`config.mk`:
```
export PLATFORM = sky130hd
export DESIGN_NAME = vflag_unit
export DESIGN_NICKNAME = d
export VERILOG_FILES = /design/src/rtl/vflag_pkg.sv /design/src/rtl/vflag_op_decode.sv /design/src/rtl/vflag_move_decode.sv /design/src/rtl/vflag_cell.sv /design/src/rtl/vflag_unit.sv
export SDC_FILE = /design/constraint.sdc
export NUM_CORES = 1
export LEC_CHECK = 0
export BUFFER_PORTS_ARGS = -buffer_cell sky130_fd_sc_hd__buf_2
export CORE_UTILIZATION = 25
export DETAILED_ROUTE_END_ITERATION = 8
export MAX_ROUTING_LAYER = met4
export PLACE_DENSITY = 0.57
export SLEW_MARGIN = 20
export SYNTH_ARGS = -nofsm -noshare
export SYNTH_HDL_FRONTEND = slang
export SYNTH_SLANG_ARGS = --single-unit
```
`constraint.sdc`:
```
create_clock -name clk -period 0.9 [get_ports clk]
set_input_delay 0.09 -clock clk [delete_from_list [all_inputs] [get_ports clk]]
set_output_delay 0.09 -clock clk [all_outputs]
set_load 0.05 [all_outputs]
```
`src/rtl/vflag_pkg.sv`:
```
package vflag_pkg;
  localparam int unsigned NREG = 5;
  // storage slot indices
  localparam int unsigned IX_CLO = 0;
  localparam int unsigned IX_CHI = 1;
  localparam int unsigned IX_KLO = 2;
  localparam int unsigned IX_KHI = 3;
  localparam int unsigned IX_EXT = 4;

  typedef enum logic [3:0] {
    OPC_PASSIVE  = 4'd0,
    OPC_CARRY_IN = 4'd1,
    OPC_ADD_COUT = 4'd2,
    OPC_SUB_BOUT = 4'd3,
    OPC_CLIP_HI  = 4'd4,
    OPC_CLIP_LO  = 4'd5,
    OPC_CLIP_RND = 4'd6,
    OPC_COMPARE  = 4'd7,
    OPC_MERGE    = 4'd8
  } opcls_e;

  typedef enum logic [1:0] {
    ACT_KEEP  = 2'd0,
    ACT_CLEAR = 2'd1,
    ACT_LOAD  = 2'd2
  } act_e;

  typedef enum logic [1:0] {
    MV_CARRY = 2'd0,
    MV_CMP   = 2'd1,
    MV_EXT   = 2'd2,
    MV_NONE  = 2'd3
  } mvsel_e;
endpackage

```
`src/rtl/vflag_op_decode.sv`:
```
module vflag_op_decode
  import vflag_pkg::*;
#(
  parameter int unsigned LANES = 8
) (
  input  logic             retire_i,
  input  logic [3:0]       op_i,
  input  logic [LANES-1:0] dp_carry_i,
  input  logic [LANES-1:0] dp_ne_i,
  input  logic [LANES-1:0] dp_ge_i,
  input  logic [LANES-1:0] dp_le_i,
  input  logic [LANES-1:0] dp_eq_i,
  input  logic [LANES-1:0] dp_sign_i,
  input  logic [LANES-1:0] dp_ext_i,
  output act_e             act_o [NREG],
  output logic [LANES-1:0] ld_o  [NREG]
);
  opcls_e opc;
  assign opc = opcls_e'(op_i);

  always_comb begin
    for (int i = 0; i < NREG; i++) begin
      act_o[i] = ACT_KEEP;
      ld_o[i]  = '0;
    end
    if (retire_i) begin
      case (opc)
        OPC_CARRY_IN, OPC_MERGE: begin
          act_o[IX_CLO] = ACT_CLEAR;
          act_o[IX_CHI] = ACT_CLEAR;
        end
        OPC_ADD_COUT: begin
          act_o[IX_CLO] = ACT_LOAD;
          ld_o[IX_CLO]  = dp_carry_i;
          act_o[IX_CHI] = ACT_CLEAR;
        end
        OPC_SUB_BOUT: begin
          act_o[IX_CLO] = ACT_LOAD;
          ld_o[IX_CLO]  = dp_carry_i;
          act_o[IX_CHI] = ACT_LOAD;
          ld_o[IX_CHI]  = dp_ne_i;
        end
        OPC_CLIP_HI: begin
          act_o[IX_KHI] = ACT_LOAD;
          ld_o[IX_KHI]  = dp_ge_i;
          act_o[IX_KLO] = ACT_LOAD;
          ld_o[IX_KLO]  = dp_le_i;
          act_o[IX_CHI] = ACT_LOAD;
          ld_o[IX_CHI]  = dp_eq_i;
          act_o[IX_CLO] = ACT_LOAD;
          ld_o[IX_CLO]  = dp_sign_i;
          act_o[IX_EXT] = ACT_LOAD;
          ld_o[IX_EXT]  = dp_ext_i;
        end
        OPC_CLIP_LO, OPC_CLIP_RND: begin
          act_o[IX_KHI] = ACT_LOAD;
          ld_o[IX_KHI]  = dp_ge_i;
          act_o[IX_KLO] = ACT_LOAD;
          ld_o[IX_KLO]  = dp_le_i;
          act_o[IX_CHI] = ACT_CLEAR;
          act_o[IX_CLO] = ACT_CLEAR;
          act_o[IX_EXT] = ACT_CLEAR;
        end
        OPC_COMPARE: begin
          act_o[IX_KHI] = ACT_CLEAR;
          act_o[IX_KLO] = ACT_LOAD;
          ld_o[IX_KLO]  = dp_le_i;
          act_o[IX_CHI] = ACT_CLEAR;
          act_o[IX_CLO] = ACT_CLEAR;
        end
        default: ;
      endcase
    end
  end
endmodule

```
`src/rtl/vflag_move_decode.sv`:
```
module vflag_move_decode
  import vflag_pkg::*;
#(
  parameter int unsigned LANES = 8,
  localparam int unsigned MVW  = 2 * LANES
) (
  input  logic             mv_we_i,
  input  logic [1:0]       mv_sel_i,
  input  logic [MVW-1:0]   mv_data_i,
  output logic             hit_o [NREG],
  output logic [LANES-1:0] val_o [NREG]
);
  mvsel_e sel;
  assign sel = mvsel_e'(mv_sel_i);

  always_comb begin
    for (int i = 0; i < NREG; i++) hit_o[i] = 1'b0;
    val_o[IX_CLO] = mv_data_i[LANES-1:0];
    val_o[IX_CHI] = mv_data_i[MVW-1:LANES];
    val_o[IX_KLO] = mv_data_i[LANES-1:0];
    val_o[IX_KHI] = mv_data_i[MVW-1:LANES];
    val_o[IX_EXT] = mv_data_i[LANES-1:0];
    if (mv_we_i) begin
      case (sel)
        MV_CARRY: begin
          hit_o[IX_CLO] = 1'b1;
          hit_o[IX_CHI] = 1'b1;
        end
        MV_CMP: begin
          hit_o[IX_KLO] = 1'b1;
          hit_o[IX_KHI] = 1'b1;
        end
        MV_EXT:  hit_o[IX_EXT] = 1'b1;
        default: ;
      endcase
    end
  end
endmodule

```
`src/rtl/vflag_cell.sv`:
```
module vflag_cell
  import vflag_pkg::*;
#(
  parameter int unsigned W = 8
) (
  input  logic         clk,
  input  logic         rst_n,
  input  act_e         act_i,
  input  logic [W-1:0] ld_i,
  input  logic         mv_hit_i,
  input  logic [W-1:0] mv_val_i,
  output logic [W-1:0] q_o
);
  logic [W-1:0] q_r, q_nxt;
  logic         en;

  always_comb begin
    en    = mv_hit_i || (act_i != ACT_KEEP);
    q_nxt = q_r;
    if (mv_hit_i)                q_nxt = mv_val_i;
    else if (act_i == ACT_LOAD)  q_nxt = ld_i;
    else if (act_i == ACT_CLEAR) q_nxt = '0;
  end

  always_ff @(posedge clk or negedge rst_n) begin
    if (!rst_n)  q_r <= '0;
    else if (en) q_r <= q_nxt;
  end

  assign q_o = q_r;
endmodule

```
`src/rtl/vflag_unit.sv`:
```
module vflag_unit
  import vflag_pkg::*;
#(
  parameter int unsigned LANES = 8,
  localparam int unsigned MVW  = 2 * LANES
) (
  input  logic             clk,
  input  logic             rst_n,
  input  logic             retire_i,
  input  logic [3:0]       op_i,
  input  logic [LANES-1:0] dp_carry_i,
  input  logic [LANES-1:0] dp_ne_i,
  input  logic [LANES-1:0] dp_ge_i,
  input  logic [LANES-1:0] dp_le_i,
  input  logic [LANES-1:0] dp_eq_i,
  input  logic [LANES-1:0] dp_sign_i,
  input  logic [LANES-1:0] dp_ext_i,
  input  logic             mv_we_i,
  input  logic [1:0]       mv_sel_i,
  input  logic [MVW-1:0]   mv_data_i,
  output logic [LANES-1:0] carry_lo_o,
  output logic [LANES-1:0] carry_hi_o,
  output logic [LANES-1:0] cmp_lo_o,
  output logic [LANES-1:0] cmp_hi_o,
  output logic [LANES-1:0] ext_o
);
  act_e             act   [NREG];
  logic [LANES-1:0] ld    [NREG];
  logic             hit   [NREG];
  logic [LANES-1:0] mvv   [NREG];
  logic [LANES-1:0] q     [NREG];

  vflag_op_decode #(.LANES(LANES)) u_dec (
    .retire_i  (retire_i),
    .op_i      (op_i),
    .dp_carry_i(dp_carry_i),
    .dp_ne_i   (dp_ne_i),
    .dp_ge_i   (dp_ge_i),
    .dp_le_i   (dp_le_i),
    .dp_eq_i   (dp_eq_i),
    .dp_sign_i (dp_sign_i),
    .dp_ext_i  (dp_ext_i),
    .act_o     (act),
    .ld_o      (ld)
  );

  vflag_move_decode #(.LANES(LANES)) u_mv (
    .mv_we_i  (mv_we_i),
    .mv_sel_i (mv_sel_i),
    .mv_data_i(mv_data_i),
    .hit_o    (hit),
    .val_o    (mvv)
  );

  for (genvar g = 0; g < NREG; g++) begin : g_cell
    vflag_cell #(.W(LANES)) u_cell (
      .clk     (clk),
      .rst_n   (rst_n),
      .act_i   (act[g]),
      .ld_i    (ld[g]),
      .mv_hit_i(hit[g]),
      .mv_val_i(mvv[g]),
      .q_o     (q[g])
    );
  end

  assign carry_lo_o = q[IX_CLO];
  assign carry_hi_o = q[IX_CHI];
  assign cmp_lo_o   = q[IX_KLO];
  assign cmp_hi_o   = q[IX_KHI];
  assign ext_o      = q[IX_EXT];
endmodule

```
After elaboration in Yosys (flattened, before gate mapping)
Cells that the tools add are included.
{ "word_totals": {"regBits": 40, "in_bits": 82, "output_inout_bits": 40, "word_cells": 81} }
{ "op_classes": {"n_eq_ne": 20, "muxes": 29, "reduce_logical": 27} }
{ "op_table": {"columns": ["op", "n"], "rows": [
  ["$mux W8", 18],
  ["$mux W40", 1],
  ["$pmux W8 S2", 2],
  ["$eq A4 B3 Y1 const B", 4],
  ["$reduce_bool A3 Y1", 5],
  ["$eq A2 B1 Y1 const B", 6],
  ["$eq A2 B2 Y1 const B", 6],
  ["$pmux W4 S3", 1],
  ["$mux W10", 1],
  ["$reduce_and A2 Y1", 5],
  ["$reduce_bool A2 Y1", 5],
  ["$eq A4 B2 Y1 const B", 2],
  ["$pmux W4 S2", 1],
  ["$reduce_or A2 Y1", 3],
  ["$logic_or A1 B1 Y1", 5],
  ["$mux W5", 1],
  ["$reduce_or A5 Y1", 1],
  ["$eq A4 B1 Y1 const B", 1],
  ["$eq A4 B4 Y1 const B", 1],
  ["$mux W2", 2],
  ["$pmux W2 S2", 1],
  ["$reduce_or A4 Y1", 1],
  ["$reduce_or A3 Y1", 1],
  ["$logic_not A2 Y1", 1],
  ["$mux W1", 1]
]} }

Depth between registers and ports, before layout
Gate-level depths: netlist of run 1.
{ "logic_depth": {"word_depth": 8, "ltp_mapped": 6, "depth_no_buf": 3} }

Modules after synthesis
Synthesis of run 1 repeated with hierarchy kept, for this count alone.
{ "hier_totals": {"hier_cells": 353, "area_unflattened_um2": 3653.5} }
{ "by_module_without_submodules": {"columns": ["module", "instances", "cells_each", "area_each_um2", "seq_area_each_um2"], "rows": [
  ["vflag_cell", 5, 46, 541.8, 200.2],
  ["vflag_op_decode", 1, 78, 599.3, 0.0],
  ["vflag_move_decode", 1, 45, 345.3, 0.0]
]} }

Worst setup path before layout of run 1
OpenSTA, ideal clock, no wires.
{ "synth_path": {"kind": "input to register", "startpoint": "in mv_sel_i[1]", "endpoint": "reg g_cell[0].u_cell.q_r[0]", "setup_ns": 0.137, "arrival_time_ns": 0.973, "required_time_ns": 0.763, "setup_slack_ns": -0.210, "stages": 5, "path_buffers": 2, "cell_sequence": "or3b_1 clkbuf_1 clkbuf_1 o211ai_1 o211ai_1"} }
{ "synth_between": {"elab_chain_cells": 5, "elab_cells_between_ends": 7, "classes_between": "mux: 3; reduce/logical: 4"} }
{ "synth_rtl": {"columns": ["element", "line_no", "rtl"], "rows": [
  ["start: declaration", "vflag_unit.sv:19", "input logic [1:0] mv_sel_i,"],
  ["$logic_not A2 Y1 *", "vflag_move_decode.sv:24", "case (sel)"],
  ["$mux W2 *", "vflag_move_decode.sv:24", null],
  ["$mux W5 *", "vflag_move_decode.sv:23", "if (mv_we_i) begin"],
  ["$reduce_bool A3 Y1 (no line) or $logic_or A1 B1 Y1 (tied branches)", null, null],
  ["$reduce_and A2 Y1 (no line)", null, null],
  ["end signal: assignment", "vflag_cell.sv:27", "else if (en) q_r <= q_nxt;"],
  ["end: declaration", "vflag_cell.sv:14", "logic [W-1:0] q_r, q_nxt;"]
]} }
Every way passes the cells marked *; elsewhere a longest branch is shown, timed or not.
A chain may end at the register's enable or synchronous reset.

Worst setup path in the final report of run 1
{ "layout_path": {"startpoint": "reg g_cell[1].u_cell.q_r[6]", "endpoint": "out carry_hi_o[6]"} }
{ "layout_lines": {"columns": ["element", "line_no", "rtl"], "rows": [
  ["start: declaration", "vflag_cell.sv:14", null],
  ["start signal: assignment", "vflag_cell.sv:27", null],
  ["end: declaration", "vflag_unit.sv:22", "output logic [LANES-1:0] carry_hi_o,"]
]} }
No word-level cell between the ends.

==> results of run 1 <==
-- stage by stage --
stage | std cells | hold slack [ns] | power [W] | util | instance area, um2
after floorplan | 266 | -0.2056 | 0.003954 | - | 2514
final | 524 | 0.04935 | 0.006836 | 0.4362 | 3993
after detailed placement | 501 | 0.08496 | 0.004759 | 0.3673 | 3362
after global routing | 524 | 0.03949 | 0.007169 | 0.4362 | 3993
after global placement | 501 | 0.07899 | 0.004716 | 0.3673 | 3362
after CTS | 520 | 0.03637 | 0.006811 | 0.4182 | 3827
-- area by class of cell --
cell class | count | area share
Clock buffer | 6 | 0.01818
Clock inverter | 2 | 0.008775
Inverter | 1 | 0.0009401
Multi-Input combinational cell | 200 | 0.3457
Sequential cell | 40 | 0.2582
Tap cell | 111 | 0.03479
Timing Repair Buffer | 164 | 0.3334
-- worst max-delay path by stage --
stage                     depth (start not counted)                 endpoint               startpoint
after floorplan                                   5  g_cell[0].u_cell.q_o[0]              mv_sel_i[1]
after CTS                                         1              cmp_lo_o[7]  g_cell[2].u_cell.q_o[7]
after detailed placement                          4  g_cell[0].u_cell.q_o[2]                  op_i[0]
after global routing                              1                 ext_o[6]  g_cell[4].u_cell.q_o[6]
after global placement                            4  g_cell[0].u_cell.q_o[4]                  op_i[0]
final                                             1            carry_hi_o[6]  g_cell[1].u_cell.q_o[6]
-- routing by layer --
layer  vias up  track usage
li1       1278            -
met1      1241       0.2450
met2       116       0.2808
met3        16      0.02411
met4         0      0.05741
met5         -            -
-- what timing repair did --
action / in CTS / in global routing
gates cloned: 1 / 0
hold endpoints to repair: 40 / 0
buffers inserted: 9 / 5
endpoints found under the setup margin: 49 / 63
hold buffers: 1 / 0
pin swaps: 10 / 10
gates resized for setup: 85 / 27
-- placed cells by master, fill, tap and decap left out, drive strengths merged --
cell,synthesis,routed
nor2b,1,1
or3b,1,1
buf,11,163
a41oi,8,8
nor2,32,32
bufinv,0,1
dlygate4sd3,0,1
nor4bb,5,5
and4bb,3,3
nor3,1,1
nor4,1,1
and3b,9,9
nor3b,2,2
o21ai,8,8
and2b,1,1
and2,2,2
o31a,1,2
clkbuf,15,6
clkinv,1,2
nand4b,8,8
dfrtp,40,40
nand3b,3,3
o31ai,8,8
nand3,24,24
a31oi,24,24
nand2,41,41
o211ai,16,16
-- tightest hold or removal path, cell delays in order --
cell and delay (ns):
buf_2 0.09, nand2_1 0.05, a31oi_1 0.07
-- cell families after synthesis --
kind of cell,share of synthesized area
AOI/OAI and AO/OA,0.1916
and+or+nand+nor,0.3241
DFF,0.4258
buffers and inverters,0.05854
-- power breakdown --
group,switching (W),total [W],internal (W)
Clock,0.000642,0.00147,0.000824
Sequential,0.000225,0.00235,0.00213
Combinational,0.00179,0.00302,0.00123
Total,0.00265,0.00684,0.00418
==> impl_results.md, run 1 <==
- Status: finished with violations
- Failing checks: negative setup slack
- Number of synthesized flops with an enable pin: 0
- CP Class: flop to output pin
- Largest net degree at the start of global routing: 41
- Post-Synthesis Cell Area: 0.002351 mm2
- Shortest period the worst path allows: 0.9687 ns
- Count leader, synth: nand2_1
- Vias in the first global route: 2705
- DR WL/cell: between 15 and 20 um
- Die area: 0.009796 mm2
- Die X: 98.98 um
- Yosys reg bits: 40
- Post-Route M1 WL: 3916 um
- Reg-to-Reg Start: g_cell[1].u_cell.q_o[1]
- Routed wire length: 8450 um
- GRT Overall Usage: 0.1813
- Clock Latency Late Sink: 0.29 ns
- Overflow after GRT: 0
- Largest cells by area after synthesis: dfrtp_1 (43%), nand2_1 (6.5%), a31oi_1 (6.4%)
- Via count: between 2000 and 3000
- PD cells: 1712 mW/mm2
- Hold Path Origin: dp_le_i[6]
- Clock Skews: 0 ns
- Wire length on met2: 3845 um
- CTS tree: built
- Worst-path clk slew: 0.08 ns
- Yosys top cell area share: 0.4258
- Placeable Area: 0.009153 mm2
- Net count after synthesis: approximately 350
- Placer congestion estimate: 0.8356
- DR iter-0 viols: roughly 140
- Starting density of the core: 0.2569
- Number of diodes: 0
- Sequential area share after synthesis: 0.4258
- Register Area: about 0.0010 mm2
- Hold Fails Final Rpt: 0
- Hold Crit Endpoint: g_cell[2].u_cell.q_o[6]
- Share of layout cells above drive strength 1: 0.5714
- Hold depth: 3
- CTS sink cnt: 40
- Flop2flop setup slack: ~0.01 ns
- # fillers: 917
- Via density per instance: 5.059
- Routed met3 length: 539 um
- TritonCTS buffer count: 5
- Critical Path Max Stage Delay: approximately 0.42 ns
- Top routing layer in use: met4
- DIE HEIGHT: just under 100 um
- Initial antenna violation count: 0
- Avg Cell Area, Syn: 8.838 um2
- Crit path max-delay cell type: dfrtp_1
- # rows: 35
- Max reg flops: 40
- Final setup vio count: 40
- Synth Instances: between 200 and 300
- FFs w/ async S/R, synth: 1.000
- Worst r2r dst: g_cell[1].u_cell.q_o[1]
- Leakage: roughly 1.8 nW
- Max Fclk: 1032 MHz
- R2R cell count: 3
- DP HPWL: between 6000 and 7000 um
- Post-synth cell types: 32
- Htree depth: 2
- PnR worst setup slack: -0.06871 ns
- Worst Path Buf+Inv: 1
- Maximum Capacitance Violations: 0
- Worst vdd ir: 0.0005349 V
- CP Launch Type: flop
- Crit-path max FO: 2
- Setup TNS Final: -1.801 ns
- 1st-pass router iterations: 4
- Setup WS pre-CTS: -0.3599 ns
- Detail Route Antenna Nets: 0
- Area delta synth->final: 69.82%
- Synth area leader: dfrtp_1
- Relative slew slack: 0.7853
- Nets: 494
- Port Buffers: around 120
- Most used DFF post-synth: dfrtp_1
- Synth warn: 0
- Worst-path cell chain: buf_6
- Fin. max-slew vios: 0
- Area of the multi-input gates: 0.001380 mm2
- Synth top cells by count: nand2_1 (41), dfrtp_1 (40), nor2_1 (32), a31oi_1 (24), nand3_1 (24)
- Hold WC Path Type: input pin to flop
- CP arrival: 0.88 ns
- CP endpoint kind: output pin
- CTS root buffer: clkbuf_8
- Worst slew pin tran: 0.3210 ns
- Critical path data required time: 0.81 ns
- Part of the cycle the worst path needs: 1.076
- CP delay by family, top: flip-flops
- I/O pins: 122
- Global-route wire length before repair: ~14000 um
- Residual DRC count: 0
- RSZ-0062 raised after global routing: yes
- Clock Tree Buf Depth: 2
Power figures use the tool's default switching activity.
==> run 2: changes to the inputs <==
PLACE_DENSITY = 0.53   (was 0.57)
SYNTH_HIERARCHICAL = 1   (was default)
==> run 2 against run 1 <==
Against the previous run:
- the flow still finishes with violations (negative setup slack)
- flip-flop and latch count did not move
- critical path depth rose by 7
- cell area is 41% higher
- global-route usage is 2.1 points lower
- wire length rose by 39%
- core utilization down 3.6 points
- clock power grew 52%
==> impl_results.md, run 2 <==
- Critical path data required time: around 1.1 ns
- Hold Path Origin: mv_data_i[12]
- Status: finished with violations
- Area delta synth->final: 53.66%
- Max Fclk: 900.8 MHz
- Yosys top cell area share: 0.2740
- Synth area leader: dfrtp_1
- Most used DFF post-synth: dfrtp_1
- Compound-Gate Fraction of Synth Area: 0.1822
- Post-synth cell types: 31
- Fin. max-slew vios: 0
- TritonCTS buffer count: 5
- Nets: 585
- CP endpoint kind: flop
- Comb power frac: 0.407
- Share of layout cells above drive strength 1: 0.6468
- CP arrival: 1.28 ns
- Largest family of logic cells by synthesized area: simple AND/OR/NAND/NOR gates
- R2R cell count: 3
- Routed met3 length: 433 um
- Yosys reg bits: 40
- Starting density of the core: 0.2602
- Clock power frac: 0.300
- CTS root buffer: clkbuf_16
- PnR worst setup slack: -0.2101 ns
- Vias in the first global route: 3441
- Post-synthesis xor/xnor area fraction: 0
- Worst-path clk slew: about 0.060 ns
- Global-route wire length before repair: 17950 um
- DP HPWL: 8050 um
- Worst vdd ir: 0.0007054 V
- Mux share of post-synthesis cell area: 0.1123
- Number of synthesized flops with an enable pin: 0
- Routed wire length: 11760 um
- Die X: 122.9 um
- Commonest non-fill, non-tap cell in the layout: buf_2
- Largest net degree at the start of global routing: a little over 40
- Sequential area share after synthesis: 0.2740
- Part of the cycle the worst path needs: 1.233
- Synth top cells by count: buf_4 (48), mux2i_1 (41)
- Count leader, synth: buf_4
- GRT Overall Usage: 0.1599
- Residual DRC count: 0
- CTS tree: built
- Shortest period the worst path allows: 1.110 ns
- Cell-internal power: 0.004884 W
- Switch share: 0.3462
- Crit-path max FO: 6
- Commonest cells after routing, fill and taps aside: buf_2 (76), buf_4 (63), buf_6 (56)
- Synth warn: 6
- Clock Tree Buf Depth: 2
- Placer congestion estimate: 0.8273
- Detail Route Antenna Nets: 0
- Hold Crit Endpoint: g_cell[3].u_cell/q_o[4]
- Worst r2r dst: g_cell[1].u_cell/q_o[4]
- Htree depth: 2
- Top routing layer in use: met4
- DR iter-0 viols: roughly 140
- PD cells: 1331 mW/mm2
- RSZ-0062 raised after global routing: yes
- Leakage: 2.553 nW
- Hold Fails Final Rpt: 0
- Reg-to-Reg Start: g_cell[1].u_cell/q_o[4]
- # rows: 43
- Hold WC Path Type: input pin to flop
- Setup WS pre-CTS: -0.6509 ns
- Number of diodes: 0
- I/O pins: around 120
- Net Sw Power: 0.002586 W
- Part of the power in registers: 0.293
- DIE HEIGHT: 122.9 um
- Post-Route M1 WL: ~5200 um
- Setup TNS Final: -5.535 ns
- Wire length on met2: approximately 5900 um
- Via count: 3247
- Placeable Area: 0.01404 mm2
- 1st-pass router iterations: 4
- Max reg flops: 40
- Synth Instances: 353
- DR WL/cell: 17.19 um
- Maximum Capacitance Violations: 0
- CTS sink cnt: 40
- Largest cells by area after synthesis: dfrtp_1 (27%), o211ai_2 (14%), mux2i_1 (11%)
- Initial antenna violation count: 0
- Port Buffers: 121
- Hold depth: 3
- Net count after synthesis: 435
- Avg Cell Area, Syn: a little over 10 um2
- Overflow after GRT: 0
- Flop2flop setup slack: -0.06 ns
- Clock Skews: 0 ns
- CP Launch Type: input pin
- CP Class: input pin to flop
- Clock Latency Late Sink: 0.29 ns
- Via density per instance: 4.747
- Failing checks: negative setup slack
- FFs w/ async S/R, synth: 1.000
- Total power: 0.007470 W
- Final setup vio count: 80
- Simple-gate share of the synthesized area: 0.2479
- Synth Area in Adders: 0
- Post-Synthesis Cell Area: about 0.0037 mm2
- Die area: 0.01510 mm2
## run 2: cell types whose count changed after synthesis, sizes merged, moves of 21 or more
cell	change
nand3	-24
nor2	-21
mux2i	+41
buf	+55
o211ai	+24
a31oi	-24
nand4b	+32
## run 2: power groups by stage
stage | registers, W | clock network, W | logic (W)
6_report | 0.00219 | 0.00224 | 0.00304
4_1_cts | 0.00219 | 0.00230 | 0.00289
5_1_grt | 0.00221 | 0.00237 | 0.00320
2_1_floorplan | 0.00290 | 0 | 0.000903
3_3_place_gp | 0.00220 | 0 | 0.00215
3_5_place_dp | 0.00221 | 0 | 0.00217
## run 2: cells by family after synthesis
logic type,after synthesis
AOI/OAI and AO/OA,61
muxes,41
and+or+nand+nor,135
DFF,40
other,1
buffers and inverters,75
## run 2: cell type report
cell class	instances	area (um2)
inverters	2	20.02
repair buffers	216	1932
clock buffers	7	152.6
well taps	180	225.2
flip-flops and latches	40	1001
fillers	1343	8428
clock inverters	1	30.03
multi-input cells	238	2253
## run 2: repair_timing
| item | in CTS | in global routing |
|---|---|---|
| hold endpoints to repair | 40 | 0 |
| cloned | 5 | 0 |
| buffers inserted | 41 | 8 |
| setup endpoints to repair | 80 | 80 |
| hold buffers | 1 | 0 |
| resized for setup | 138 | 43 |
| pin swaps | 20 | 16 |
## run 2: worst max path at each step
stage | start | end | slack, ns | depth (start not counted)
4_1_cts | op_i[3] | g_cell[0].u_cell/q_o[4] | -0.17 | 9
5_1_grt | op_i[3] | g_cell[1].u_cell/q_o[4] | -0.26 | 8
3_5_place_dp | op_i[0] | g_cell[1].u_cell/q_o[6] | -0.65 | 7
2_1_floorplan | op_i[1] | g_cell[1].u_cell/q_o[3] | -0.57 | 8
6_report | op_i[3] | g_cell[1].u_cell/q_o[4] | -0.21 | 8
3_3_place_gp | op_i[1] | g_cell[1].u_cell/q_o[0] | -0.59 | 6
## run 2: metrics by stage
stage	cell area, um2	hold WS, ns	cells	util
finish	5614	0.04844	684	0.3998
global route	5614	0.05140	684	0.3998
CTS	5361	0.04023	676	0.3818
detailed placement	4259	0.09345	622	0.3033
global placement	4259	0.08955	622	0.3033
floorplan	3695	-0.2056	353	-
## run 2: per-layer routing
metal  vias to the layer above  global-route usage
met3                        13             0.02352
li1                       1564                   -
met1                      1577              0.1991
met2                        93              0.2665
met5                         -                   -
met4                         0             0.04878
## run 2: critical path, stage by stage
cell,delay (ns)
buf_8,0.10
buf_6,0.11
nor2b_4,0.10
nor3b_4,0.20
or2_4,0.19
buf_12,0.14
mux2i_2,0.24
o211ai_2,0.11
==> run 3: changes to the inputs <==
ABC_AREA = 1   (was default)
PLACE_DENSITY = 0.54   (was 0.53)
SLEW_MARGIN = 5   (was 20)
==> run 3 against run 2 <==
Against the previous run:
- the flow still finishes with violations (negative setup slack)
- clock power grew 2%
- first-iteration DRC count increased by 2.1%
- flip-flop and latch count is the same
- count of clock-buffer cells in the layout down 2
- combinational power down 20%
- power is 8.4% lower
- maximum frequency rose by 14%
- critical path type unchanged
==> impl_results.md, run 3 <==
- PnR worst setup slack: -0.07478 ns
- Setup WS pre-CTS: -0.5092 ns
- CTS sink cnt: 40
- Global Route met1 Usage: 0.2011
- Synth Area in Adders: 0
- Worst vdd ir: around 0.0005 V
- Yosys top cell area share: 0.2874
- Mux share of post-synthesis cell area: 0
- CP Launch Type: input pin
- Number of synthesized flops with an enable pin: 0
- Maximum Capacitance Violations: 0
- Largest family of logic cells by synthesized area: simple AND/OR/NAND/NOR gates
- Synth top cells by count: nand2_1 (162), nor2_1 (93), inv_1 (68), buf_4 (43)
- Leakage: between 2 and 3 nW
- 1st-pass router iterations: 4
- Placer congestion estimate: 0.7744
- Residual DRC count: 0
- Max Fclk: 1026 MHz
- CP arrival: 1.20 ns
- TritonCTS buffer count: 5
- Placeable Area: 0.01340 mm2
- Final Cell Area: between 0.005 and 0.006 mm2
- Worst-path clk slew: about 0.060 ns
- Overflow after GRT: 0
- # rows: 42
- Sequential area share after synthesis: 0.2874
- Die area: between 0.01 and 0.015 mm2
- Commonest cells after routing, fill and taps aside: nand2_1 (148), buf_2 (77), nor2_1 (73)
- Met3 Usage GRT: 0.01568
- Starting density of the core: 0.2599
- Final setup vio count: 57
- Critical path data required time: 1.12 ns
- CP endpoint kind: flop
- Net count after synthesis: roughly 620
- CP Class: input pin to flop
- Status: finished with violations
- Global-route wire length before repair: 16170 um
- DIE HEIGHT: 120.0 um
- Vias in the first global route: 3268
- Via density per instance: 4.176
- Share of layout cells above drive strength 1: 0.4018
- DR WL/cell: 12.15 um
- Via count: 3541
- Area of the multi-input gates: about 0.0019 mm2
- GRT Overall Usage: 0.1447
- DR iter-0 viols: 147
- Initial antenna violation count: 0
- CTS root buffer: clkbuf_16
- Crit-path max FO: 8
- RSZ-0062 raised after global routing: yes
- Clock Latency Late Sink: between 0.2 and 0.3 ns
- Failing checks: negative setup slack
- Post-Synthesis Cell Area: 0.003483 mm2
- Hold Fails Final Rpt: 0
- PD cells: 1354 mW/mm2
- Synth warn: 6
- Synth area leader: dfrtp_1
- Fin util: 0.3774
- Compound-Gate Fraction of Synth Area: 0.01580
- Area delta synth->final: 45.19%
- Number of diodes: 0
- FFs w/ async S/R, synth: 1.000
- Clock Tree Buf Depth: 2
- Clock Skews: 0 ns
- Most used DFF post-synth: dfrtp_1
- Count leader, synth: nand2_1
- Avg Cell Area, Syn: 6.427 um2
- Post-synth cell types: 22
- Largest net degree at the start of global routing: 19
- Largest cells by area after synthesis: dfrtp_1 (29%), nand2_1 (17%), nor2_1 (10%)
- Htree depth: 2
- Fin. max-slew vios: 0
- Hold WC Path Type: input pin to flop
- Yosys reg bits: 40
- Routed wire length: 10310 um
- Commonest non-fill, non-tap cell in the layout: nand2_1
- # fillers: 1439
- Part of the cycle the worst path needs: 1.083
- Met2 Use GR: 0.2256
- Shortest period the worst path allows: between 0.9 and 1 ns
- Port Buffers: ~120
- DP HPWL: 7704 um
- Register Area: 0.001001 mm2
- Synth Instances: 542
- Busiest layer in global routing: met2
- Max reg flops: 40
- Die X: approximately 120 um
- Post-synthesis xor/xnor area fraction: 0
- Simple-gate share of the synthesized area: 0.4458
- Nets: 754
- I/O pins: 122
- CTS tree: built
- Detail Route Antenna Nets: 0
- DP Area: approximately 0.0041 mm2
-- run 3: cell types whose count changed after synthesis, sizes merged, moves of 8 or more --
cell	delta
o211ai	-40
nand3	+25
inv	+80
a22o	-9
nor2	+94
a21oi	+8
a22oi	-8
nand4b	-40
nand2	+134
nand4	+40
and3	-16
and2	-8
mux2i	-41
-- run 3: cells by family (layout without fill, tap and decap cells) --
| kind of cell | count (synthesis) | count (layout) |
|---|---|---|
| and+or+nand+nor | 345 | 349 |
| buffers and inverters | 145 | 271 |
| AOI/OAI and AO/OA | 11 | 11 |
| DFF | 40 | 40 |
| other | 1 | 1 |
-- run 3: worst paths after layout --
path | startpoint | to | slack [ns] | depth (start not counted)
max | op_i[2] | g_cell[4].u_cell/q_o[3] | -0.07 | 12
max in group asynchronous | rst_n | g_cell[4].u_cell/q_o[1] | 0.22 | 3
max reg2reg | g_cell[0].u_cell/q_o[3] | g_cell[0].u_cell/q_o[3] | 0.02 | 4
min reg2reg | g_cell[2].u_cell/q_o[5] | g_cell[2].u_cell/q_o[5] | 0.55 | 2
min in group asynchronous | rst_n | g_cell[0].u_cell/q_o[2] | 0.20 | 2
min | mv_data_i[10] | g_cell[3].u_cell/q_o[2] | 0.11 | 5
-- run 3: layer usage --
layer / vias to the layer above / routed length [um]
met5: - / 0
met4: 0 / 80
met3: 5 / 371
met2: 84 / 4730
met1: 1575 / 5123
li1: 1877 / -
-- run 3: cell type report --
class	instances	share of cell area
Sequential cell	40	0.1979
Multi-Input combinational cell	361	0.3667
Inverter	82	0.07125
Clock inverter	2	0.01188
Timing Repair Buffer	182	0.2840
Tap cell	176	0.04354
Clock buffer	5	0.02474
-- run 3: where the power goes --
| part | switching (W) | total [W] | internal [W] |
|---|---|---|---|
| registers | 0.000156 | 0.00215 | 0.00199 |
| logic | 0.00144 | 0.00242 | 0.000981 |
| clock network | 0.000706 | 0.00228 | 0.00157 |
| total | 0.00230 | 0.00685 | 0.00455 |
-- run 3: repair_timing --
action | 4_1_cts | 5_1_grt
pin swaps | 11 | 26
hold buffers | 1 | 0
cloned | 1 | 3
endpoints found under the setup margin | 72 | 73
buffers inserted | 20 | 11
hold endpoints to repair | 40 | 0
resized for setup | 105 | 44
-- run 3: per-stage QoR --
| step | power [W] | cells | TNS, ns | hold slack, ns |
|---|---|---|---|---|
| CTS | 0.006804 | 836 | -1.546 | 0.1007 |
| floorplan | 0.003515 | 542 | -8.817 | -0.2056 |
| global placement | 0.004033 | 807 | -15.64 | -0.04141 |
| global route | 0.007152 | 848 | -5.605 | 0.1374 |
| finish | 0.006845 | 848 | -1.657 | 0.1092 |
| detailed placement | 0.004033 | 807 | -16.07 | -0.04615 |
-- run 3: worst max-delay path, cell delays in order --
cell and delay, ns:
buf_12 0.09, inv_12 0.03, nor2_4 0.16, nand2_4 0.09
nor2_8 0.17, inv_6 0.05, buf_12 0.14, nor2_2 0.08
nand2_1 0.05, nor2_1 0.12, nor2_1 0.05, nand2_1 0.05
